### src/rtl/dirq_pkg.sv
package dirq_pkg;
  localparam int NUM_KINDS = 4;

  typedef enum logic [1:0] {
    KIND_CHAIN = 2'd0,
    KIND_NODE  = 2'd1,
    KIND_ERR_A = 2'd2,
    KIND_ERR_B = 2'd3
  } ev_kind_e;

  localparam logic [3:0] A_SUMMARY  = 4'd0;
  localparam logic [3:0] A_PEND_LO  = 4'd1;
  localparam logic [3:0] A_MASK_LO  = 4'd5;
  localparam logic [3:0] A_RAW_LO   = 4'd9;
  localparam logic [3:0] A_PRIO     = 4'd13;
endpackage

### src/rtl/dirq_kind_bank.sv
module dirq_kind_bank #(
  parameter int NUM_CH = 16
) (
  input  logic              clk,
  input  logic              rst,
  input  logic [NUM_CH-1:0] ev,
  input  logic [NUM_CH-1:0] halt,
  input  logic              mask_we,
  input  logic              raw_we,
  input  logic [NUM_CH-1:0] wbits,
  output logic [NUM_CH-1:0] raw,
  output logic [NUM_CH-1:0] mask,
  output logic [NUM_CH-1:0] pend
);
  logic [NUM_CH-1:0] clr;

  always_comb begin
    clr = halt;
    if (raw_we) clr = clr | wbits;
  end

  genvar g;
  generate
    for (g = 0; g < NUM_CH; g++) begin : g_flag
      always_ff @(posedge clk) begin
        if (rst)        raw[g] <= 1'b0;
        else if (ev[g]) raw[g] <= 1'b1;
        else if (clr[g]) raw[g] <= 1'b0;
      end
    end
  endgenerate

  always_ff @(posedge clk) begin
    if (rst)          mask <= '0;
    else if (mask_we) mask <= wbits;
  end

  assign pend = raw & mask;

  assert_latch_R2: assert property (@(posedge clk) disable iff (rst)
    (|ev) |=> ((raw & $past(ev)) == $past(ev)));

  assert_w1c_R3: assert property (@(posedge clk) disable iff (rst)
    raw_we |=> ((raw & $past(wbits & ~ev)) == '0));

  assert_halt_R8: assert property (@(posedge clk) disable iff (rst)
    (|halt) |=> ((raw & $past(halt & ~ev)) == '0));

  assert_keep_R3: assert property (@(posedge clk) disable iff (rst)
    ((raw_we == 1'b0) && (halt == '0) && (ev == '0)) |=> $stable(raw));

  assert_mask_R5: assert property (@(posedge clk) disable iff (rst)
    mask_we |=> (mask == $past(wbits)));
endmodule

### src/rtl/dirq_read_mux.sv
module dirq_read_mux #(
  parameter int NUM_CH = 16,
  parameter int DATA_W = 32,
  parameter int PRIO_W = 32
) (
  input  logic [3:0]                       sel,
  input  logic [NUM_CH-1:0]                summary,
  input  logic [dirq_pkg::NUM_KINDS*NUM_CH-1:0] pend_all,
  input  logic [dirq_pkg::NUM_KINDS*NUM_CH-1:0] mask_all,
  input  logic [dirq_pkg::NUM_KINDS*NUM_CH-1:0] raw_all,
  input  logic [PRIO_W-1:0]                prio,
  output logic [DATA_W-1:0]                word
);
  import dirq_pkg::*;

  always_comb begin
    word = '0;
    if (sel == A_SUMMARY) begin
      word[NUM_CH-1:0] = summary;
    end else if (sel == A_PRIO) begin
      word[PRIO_W-1:0] = prio;
    end else begin
      for (int k = 0; k < NUM_KINDS; k++) begin
        if (sel == A_PEND_LO + 4'(k)) word[NUM_CH-1:0] = pend_all[k*NUM_CH +: NUM_CH];
        if (sel == A_MASK_LO + 4'(k)) word[NUM_CH-1:0] = mask_all[k*NUM_CH +: NUM_CH];
        if (sel == A_RAW_LO  + 4'(k)) word[NUM_CH-1:0] = raw_all[k*NUM_CH +: NUM_CH];
      end
    end
  end
endmodule

### src/rtl/dma_irq_collector.sv
module dma_irq_collector #(
  parameter int NUM_CH = 16,
  parameter int DATA_W = 32,
  parameter int PRIO_W = 2 * NUM_CH
) (
  input  logic              clk,
  input  logic              rst,
  input  logic              wr_en,
  input  logic [3:0]        addr,
  input  logic [DATA_W-1:0] wdata,
  output logic [DATA_W-1:0] rdata,
  input  logic [NUM_CH-1:0] ev_chain,
  input  logic [NUM_CH-1:0] ev_node,
  input  logic [NUM_CH-1:0] ev_err_a,
  input  logic [NUM_CH-1:0] ev_err_b,
  input  logic [NUM_CH-1:0] ch_halt,
  output logic              irq
);
  import dirq_pkg::*;

  localparam int ALL_W = NUM_KINDS * NUM_CH;

  logic [ALL_W-1:0]  ev_all, raw_all, mask_all, pend_all;
  logic [NUM_CH-1:0] summary;
  logic [PRIO_W-1:0] prio;
  logic [DATA_W-1:0] rd_word;

  assign ev_all = {ev_err_b, ev_err_a, ev_node, ev_chain};

  genvar k;
  generate
    for (k = 0; k < NUM_KINDS; k++) begin : g_kind
      dirq_kind_bank #(.NUM_CH(NUM_CH)) u_bank (
        .clk     (clk),
        .rst     (rst),
        .ev      (ev_all[k*NUM_CH +: NUM_CH]),
        .halt    (ch_halt),
        .mask_we (wr_en && (addr == A_MASK_LO + 4'(k))),
        .raw_we  (wr_en && (addr == A_RAW_LO + 4'(k))),
        .wbits   (wdata[NUM_CH-1:0]),
        .raw     (raw_all[k*NUM_CH +: NUM_CH]),
        .mask    (mask_all[k*NUM_CH +: NUM_CH]),
        .pend    (pend_all[k*NUM_CH +: NUM_CH])
      );
    end
  endgenerate

  always_comb begin
    summary = '0;
    for (int j = 0; j < NUM_KINDS; j++) summary = summary | pend_all[j*NUM_CH +: NUM_CH];
  end

  always_ff @(posedge clk) begin
    if (rst)                          prio <= '0;
    else if (wr_en && addr == A_PRIO) prio <= wdata[PRIO_W-1:0];
  end

  dirq_read_mux #(.NUM_CH(NUM_CH), .DATA_W(DATA_W), .PRIO_W(PRIO_W)) u_rmux (
    .sel      (addr),
    .summary  (summary),
    .pend_all (pend_all),
    .mask_all (mask_all),
    .raw_all  (raw_all),
    .prio     (prio),
    .word     (rd_word)
  );

  always_ff @(posedge clk) begin
    if (rst) begin
      rdata <= '0;
      irq   <= 1'b0;
    end else begin
      rdata <= rd_word;
      irq   <= |summary;
    end
  end

  assert_irq_level_R7: assert property (@(posedge clk) disable iff (rst)
    (|(raw_all & mask_all)) |=> irq);

  assert_irq_quiet_R7: assert property (@(posedge clk) disable iff (rst)
    ((raw_all & mask_all) == '0) |=> !irq);

  assert_prio_R9: assert property (@(posedge clk) disable iff (rst)
    (wr_en && addr == A_PRIO) |=> (prio == $past(wdata[PRIO_W-1:0])));

  assert_unmapped_R10: assert property (@(posedge clk) disable iff (rst)
    (wr_en && addr > A_PRIO) |=> ($stable(mask_all) && $stable(prio)));
endmodule

### config.mk
export PLATFORM = sky130hd
export DESIGN_NAME = dma_irq_collector
export DESIGN_NICKNAME = d
export VERILOG_FILES = /design/src/rtl/dirq_pkg.sv /design/src/rtl/dirq_kind_bank.sv /design/src/rtl/dirq_read_mux.sv /design/src/rtl/dma_irq_collector.sv
export SDC_FILE = /design/constraint.sdc
export NUM_CORES = 1
export LEC_CHECK = 0
export ABC_AREA = 1
export BUFFER_PORTS_ARGS = -buffer_cell sky130_fd_sc_hd__buf_4
export CAP_MARGIN = 20
export CORE_ASPECT_RATIO = 0.7
export CORE_MARGIN = 4
export CORE_UTILIZATION = 50
export DETAILED_ROUTE_END_ITERATION = 16
export PLACE_DENSITY = 0.75
export SLEW_MARGIN = 15
export SYNTH_ARGS = -nofsm -noshare
export SYNTH_HDL_FRONTEND = slang
export SYNTH_SLANG_ARGS = --single-unit
### constraint.sdc
create_clock -name clk -period 1.2 [get_ports clk]
set_input_delay 0.06 -clock clk [delete_from_list [all_inputs] [get_ports clk]]
set_output_delay 0.06 -clock clk [all_outputs]
set_load 0.02 [all_outputs]
After elaboration in Yosys (flattened, before gate mapping)
Cells that the tools add are included.
- flip-flop bits (word level): 193
- output and inout port bits: 33
- equal/unequal tests: 13
- muxes and demuxes: 146
- bitwise gates (word level): 9
- reduce and logical (&&, ||, !) cells: 76
- operators with widths (kind ; number):
    $mux W16 ; 18
    $mux W1 ; 128
    $reduce_bool A2 Y1 ; 64
    $and A16 B16 Y16 ; 4
    $or A16 B16 Y16 ; 4
    $eq A4 B4 Y1 const B ; 6
    $eq A4 B3 Y1 const B ; 4
    $reduce_or A16 Y1 ; 1
    $logic_and A1 B1 Y1 ; 9
    $eq A4 B2 Y1 const B ; 2
    $eq A4 B1 Y1 const B ; 1
    $logic_not A4 Y1 ; 1
    $reduce_or A3 Y1 ; 1
    $not A1 Y1 ; 1

Depth between registers and ports, before layout
- word-level depth: 15
- depth in mapped cells: 12
- mapped depth without buffers: 11

By module
Synthesis repeated with hierarchy kept, for this count alone.
- cells, all modules: 1615
- area total of the unflattened synthesis: 10739.0 um2
- by module, submodules not included (module ; instances ; cells each ; area an instance (um2)):
    dirq_kind_bank ; 4 ; 201 ; 1574.0
    dma_irq_collector ; 1 ; 322 ; 2371.0
    dirq_read_mux ; 1 ; 489 ; 2072.0

Worst setup path after synthesis
No wires, ideal clock.
- path kind: input to register
- start: input port addr[3]
- end: register rdata[2]
- setup time: 109 ps
- arrival time: 1111 ps
- setup slack: -20 ps
- stages: 11
- buffers on the path: 3
- cell sequence: buf_2 -> inv_1 -> buf_2 -> buf_2 -> nand2_1 -> nand3_1 -> nand3_1 -> o21ai_0 -> nand4_1 -> nand2_1 -> inv_1
- word-level cells in the longest chain between the ends: 15
- elaborated cells between the ends (all ways): 28
- ends and longest elaborated chain (element ; RTL line ; RTL):
    from (decl) ; dma_irq_collector.sv:9 ; input logic [3:0] addr,
    $eq A4 B1 Y1 ; dirq_read_mux.sv:24 ; if (sel == A_PEND_LO + 4'(k)) word[NUM_CH-1:0] = pend_all[k*NUM_CH +: NUM_CH];
    $mux W16 ; dirq_read_mux.sv:24 ;
    $mux W16 ; dirq_read_mux.sv:25 ; if (sel == A_MASK_LO + 4'(k)) word[NUM_CH-1:0] = mask_all[k*NUM_CH +: NUM_CH];
    $mux W16 ; dirq_read_mux.sv:26 ; if (sel == A_RAW_LO + 4'(k)) word[NUM_CH-1:0] = raw_all[k*NUM_CH +: NUM_CH];
    $mux W16 ; dirq_read_mux.sv:24 ;
    $mux W16 ; dirq_read_mux.sv:25 ;
    $mux W16 ; dirq_read_mux.sv:26 ;
    $mux W16 ; dirq_read_mux.sv:24 ;
    $mux W16 ; dirq_read_mux.sv:25 ;
    $mux W16 ; dirq_read_mux.sv:26 ;
    $mux W16 ; dirq_read_mux.sv:24 ;
    $mux W16 ; dirq_read_mux.sv:25 ;
    $mux W16 ; dirq_read_mux.sv:26 ;
    $mux W16 ; dirq_read_mux.sv:20 ; end else if (sel == A_PRIO) begin
    $mux W16 * ; dirq_read_mux.sv:18 ; if (sel == A_SUMMARY) begin
    to (signal assigned) ; dma_irq_collector.sv:73 ; rdata <= rd_word;
    to (decl) ; dma_irq_collector.sv:11 ; output logic [DATA_W-1:0] rdata,
Mark *: on every way between the ends. The rest lies on a longest branch, timed or not.
A chain may end at the register's enable or synchronous reset.

Final worst setup path
- start: register g_kind[2].u_bank.mask[3]
- end: register irq
- word-level cells in the longest chain between the ends: 4
- ends and longest elaborated chain (element ; RTL line ; RTL):
    from (decl) ; dirq_kind_bank.sv:12 ; output logic [NUM_CH-1:0] mask,
    from (signal assigned) ; dirq_kind_bank.sv:35 ; else if (mask_we) mask <= wbits;
    $and A16 B16 Y16 ; dirq_kind_bank.sv:38 ; assign pend = raw & mask;
    $or A16 B16 Y16 (2 in series) ; dma_irq_collector.sv:50 ; for (int j = 0; j < NUM_KINDS; j++) summary = summary | pend_all[j*NUM_CH +: NUM_CH];
    $reduce_or A16 Y1 ; dma_irq_collector.sv:74 ; irq <= |summary;
    to (signal assigned) ; dma_irq_collector.sv:74 ;
    to (decl) ; dma_irq_collector.sv:17 ; output logic irq
Every way passes these cells.

==> flow_summary_export.csv <==
group,metric,value,unit
synth,ys_seq_elements,193,
critical_path,data_arrival_time_of_the_critical_path,1570,ps
final_layout,share_of_final_layout_standard_cells_stronger_than_drive_strength_1,27.5,%
clock_network,cts-htree-levels,4,
route,post_drt_wl_per_cell,17.3,um
final_layout,fill_cells,1223,
critical_path,worstReg2RegEnd,"irq",
final_layout,antenna_cells,0,
clock_network,clock_tree_from_tritoncts,"done",
timing,finalSetupViolCount,5,
clock_network,clkSlewWorstSetupHoldPaths,80,ps
synth,yosys_warnings,0,
final_layout,final-instance-count-excl-fill,1891,
timing,timing_max_transition_violations_final,0,
clock_network,tritoncts_num_sinks,193,
clock_network,max-clock-path-buffers,2,
die,die_height,119,um
die,fp.coreArea,0.0171,sq mm
hold_path,holdCritPathClass,"in2reg",
final_layout,layout.cells.most_common,"sky130_fd_sc_hd__buf_4",
run_status,run_status,"finished, violations left",
grt,global_route.overflow_total,0,
critical_path,timing_worst_setup_path_type,"reg2reg",
route,drtPass1Iterations,6,
hold_path,min_to,"g_kind[0].u_bank.raw[15]",
final_layout,area_growth,52.6,%
die,initial_util,51.0,%
critical_path,worst_r2r_path_depth,9,
hold_path,timing.hold.worst_path_depth,3,
timing,tightestPinTransition,298,ps
route,via_per_inst,5.45,
die,io_pins,152,
flow_run,maxcap_violations,0,
pwr,power.density,1120,mW/mm^2
route,num_vias,10300,
run_status,violations,"setup timing",
route,drt_first_iter_violations,1257,
final_layout,highest_count_cells_in_the_layout_ignoring_fill_and_taps,"292 x sky130_fd_sc_hd__buf_4, 236 x sky130_fd_sc_hd__nand2_1, 194 x sky130_fd_sc_hd__inv_1",
timing,worst_rel_slew_slack,80.0,%
die,core.rowCount,40,
synth,synth.lib_cells_used.distinct,22,
synth,syn_area_per_cell,6.90,sq um
grt,grt_first_pass_wirelength,51400,um
pwr,total_power,0.0149,W
timing,final_min_period_over_clock_period,104,%
die,floorplan.die.width,166,um
critical_path,endpoint_kind,"flip-flop",
critical_path,reg2reg_slack,-50,ps
synth,seq_area_frac_synth,44.3,%
timing,timing.final.crit_period,1250,ps
critical_path,rr_startpoint,"g_kind[2].u_bank.mask[3]",
placement,post-place-cells,1744,
clock_network,numCtsBuffers,17,
timing,skew,12.3,ps
route,detail_route.wirelength,32700,um
grt,grt_start_max_net_pins,58,
critical_path,critPathRequiredTime,1530,ps
grt,grt_pass1_vias,9942,
hold_path,hp-start,"rst",
die,fp.dieArea,0.0197,sq mm
route,drc_viols,0,
grt,grtUsageTotal,32.4,%
clock_network,worst_skew_pair.late_latency,450,ps
timing,final_critical_path_setup_slack,-48.9,ps
placement,numPortBuffers,151,
final_layout,design.final.nets,1766,
placement,routabilityCongestion,0.960,
timing,fmax,0.801,GHz
grt,grt_antenna_before_repair,0,
route,antenna_left,0,
timing,rsz0062_at_grt,"true",
synth,netlist_area,0.00872,sq mm
timing,finalSetupTns,-144,ps
pwr,leakage,6.26,nW
placement,detailedPlacementHpwl,20900,um
critical_path,worst-path-max-fanout,2,
clock_network,cts.root.buffer_cell,"sky130_fd_sc_hd__clkbuf_16",
pwr,ir_drop,764,uV
timing,finalHoldViolations,0,
synth,synthesis.instances,1264,
synth,synthesis.nets,1383,
critical_path,start_kind,"flip-flop",
-- what timing repair did --
item,CTS,global route
pin swaps,42,60
setup buffers,3,2
setup endpoints to repair,9,26
hold endpoints to repair,147,0
hold buffers,113,0
gates resized for setup,41,81
-- stage by stage --
stage	area, sq um	worst slack, ps	util [%]	hold slack (ps)
detailed placement	11300	-159	65.9	312
CTS	13100	-25.4	76.5	36.0
floorplan	8730	14.7	-	194
global route	13300	-182	77.8	60.3
finish	13300	-48.9	77.8	54.8
global placement	11300	-145	65.9	309
-- flip-flops by register name, indices dropped and copies added (netlist names) --
signal              flops
g_kind.u_bank.mask     64
g_kind.u_bank.raw      64
irq                     1
prio                   32
rdata                  32
-- critical path, cell delays in order (launching register included) --
cell	delay [ps]
sky130_fd_sc_hd__dfxtp_2	340
sky130_fd_sc_hd__nand2_1	90
sky130_fd_sc_hd__nand2_1	60
sky130_fd_sc_hd__nor2_1	100
sky130_fd_sc_hd__buf_4	150
sky130_fd_sc_hd__nand2_1	60
sky130_fd_sc_hd__nor3_2	100
sky130_fd_sc_hd__nand2_1	80
sky130_fd_sc_hd__nor2_1	100
sky130_fd_sc_hd__nor2_1	50
-- cell type report --
class | count | area (sq um) | share of cell area [%]
clock inverters | 15 | 160 | 1.20
inverters | 206 | 776 | 5.83
well taps | 231 | 289 | 2.17
repair buffers | 429 | 3720 | 28.0
multi-input cells | 800 | 4040 | 30.3
flip-flops and latches | 193 | 3900 | 29.3
clock buffers | 17 | 425 | 3.20
-- synth_stat cells --
master	n	share of area (%)
sky130_fd_sc_hd__nand2_1	249	11
sky130_fd_sc_hd__inv_1	201	8.6
sky130_fd_sc_hd__dfxtp_1	193	44
sky130_fd_sc_hd__a21oi_1	182	10
sky130_fd_sc_hd__o21ai_0	105	6.0
sky130_fd_sc_hd__nor2_1	86	3.7
sky130_fd_sc_hd__o211ai_1	64	5.5
sky130_fd_sc_hd__nand3_1	61	3.5
sky130_fd_sc_hd__clkbuf_1	36	1.5
sky130_fd_sc_hd__buf_2	25	1.4
sky130_fd_sc_hd__nand4_1	24	1.7
sky130_fd_sc_hd__or2_2	11	0.79
sky130_fd_sc_hd__nor3_1	7	0.40
sky130_fd_sc_hd__nand3b_1	4	0.34
sky130_fd_sc_hd__o21ai_1	4	0.23
sky130_fd_sc_hd__inv_2	3	0.13
sky130_fd_sc_hd__buf_1	2	0.086
sky130_fd_sc_hd__buf_4	2	0.17
sky130_fd_sc_hd__nand2_2	2	0.14
sky130_fd_sc_hd__clkinv_1	1	0.043
sky130_fd_sc_hd__inv_4	1	0.072
sky130_fd_sc_hd__nor2_2	1	0.072
-- worst max-delay path by stage --
| stage | start | endpoint | slack [ps] |
|---|---|---|---|
| 6_report | g_kind[2].u_bank.mask[3] | irq | -50 |
| 5_1_grt | g_kind[0].u_bank.raw[15] | rdata[15] | -180 |
| 4_1_cts | g_kind[2].u_bank.raw[10] | irq | -30 |
| 3_5_place_dp | addr[3] | g_kind[1].u_bank.mask[0] | -160 |
| 3_3_place_gp | addr[0] | rdata[14] | -150 |
| 2_1_floorplan | addr[3] | rdata[2] | 10 |
-- power breakdown --
part | total, W | switching, W | internal (W)
Combinational | 0.00246 | 0.00123 | 0.00123
Sequential | 0.00682 | 0.000162 | 0.00666
Clock | 0.00566 | 0.00287 | 0.00279
Total | 0.0149 | 0.00427 | 0.0107
-- layer usage --
metal | global-route usage (%) | wire length, um
met1 | 43.0 | 13200
met2 | 50.6 | 14700
met3 | 9.06 | 3800
met4 | 12.1 | 1020
met5 | 0 | 0
-- cell families after synthesis --
logic type | synth area share (%)
AO/OA/AOI/OAI | 22.2
flip-flops | 44.3
AND/OR/NAND/NOR | 21.4
buffers and inverters | 12.1
No activity file was read; power rests on OpenSTA's default activity.
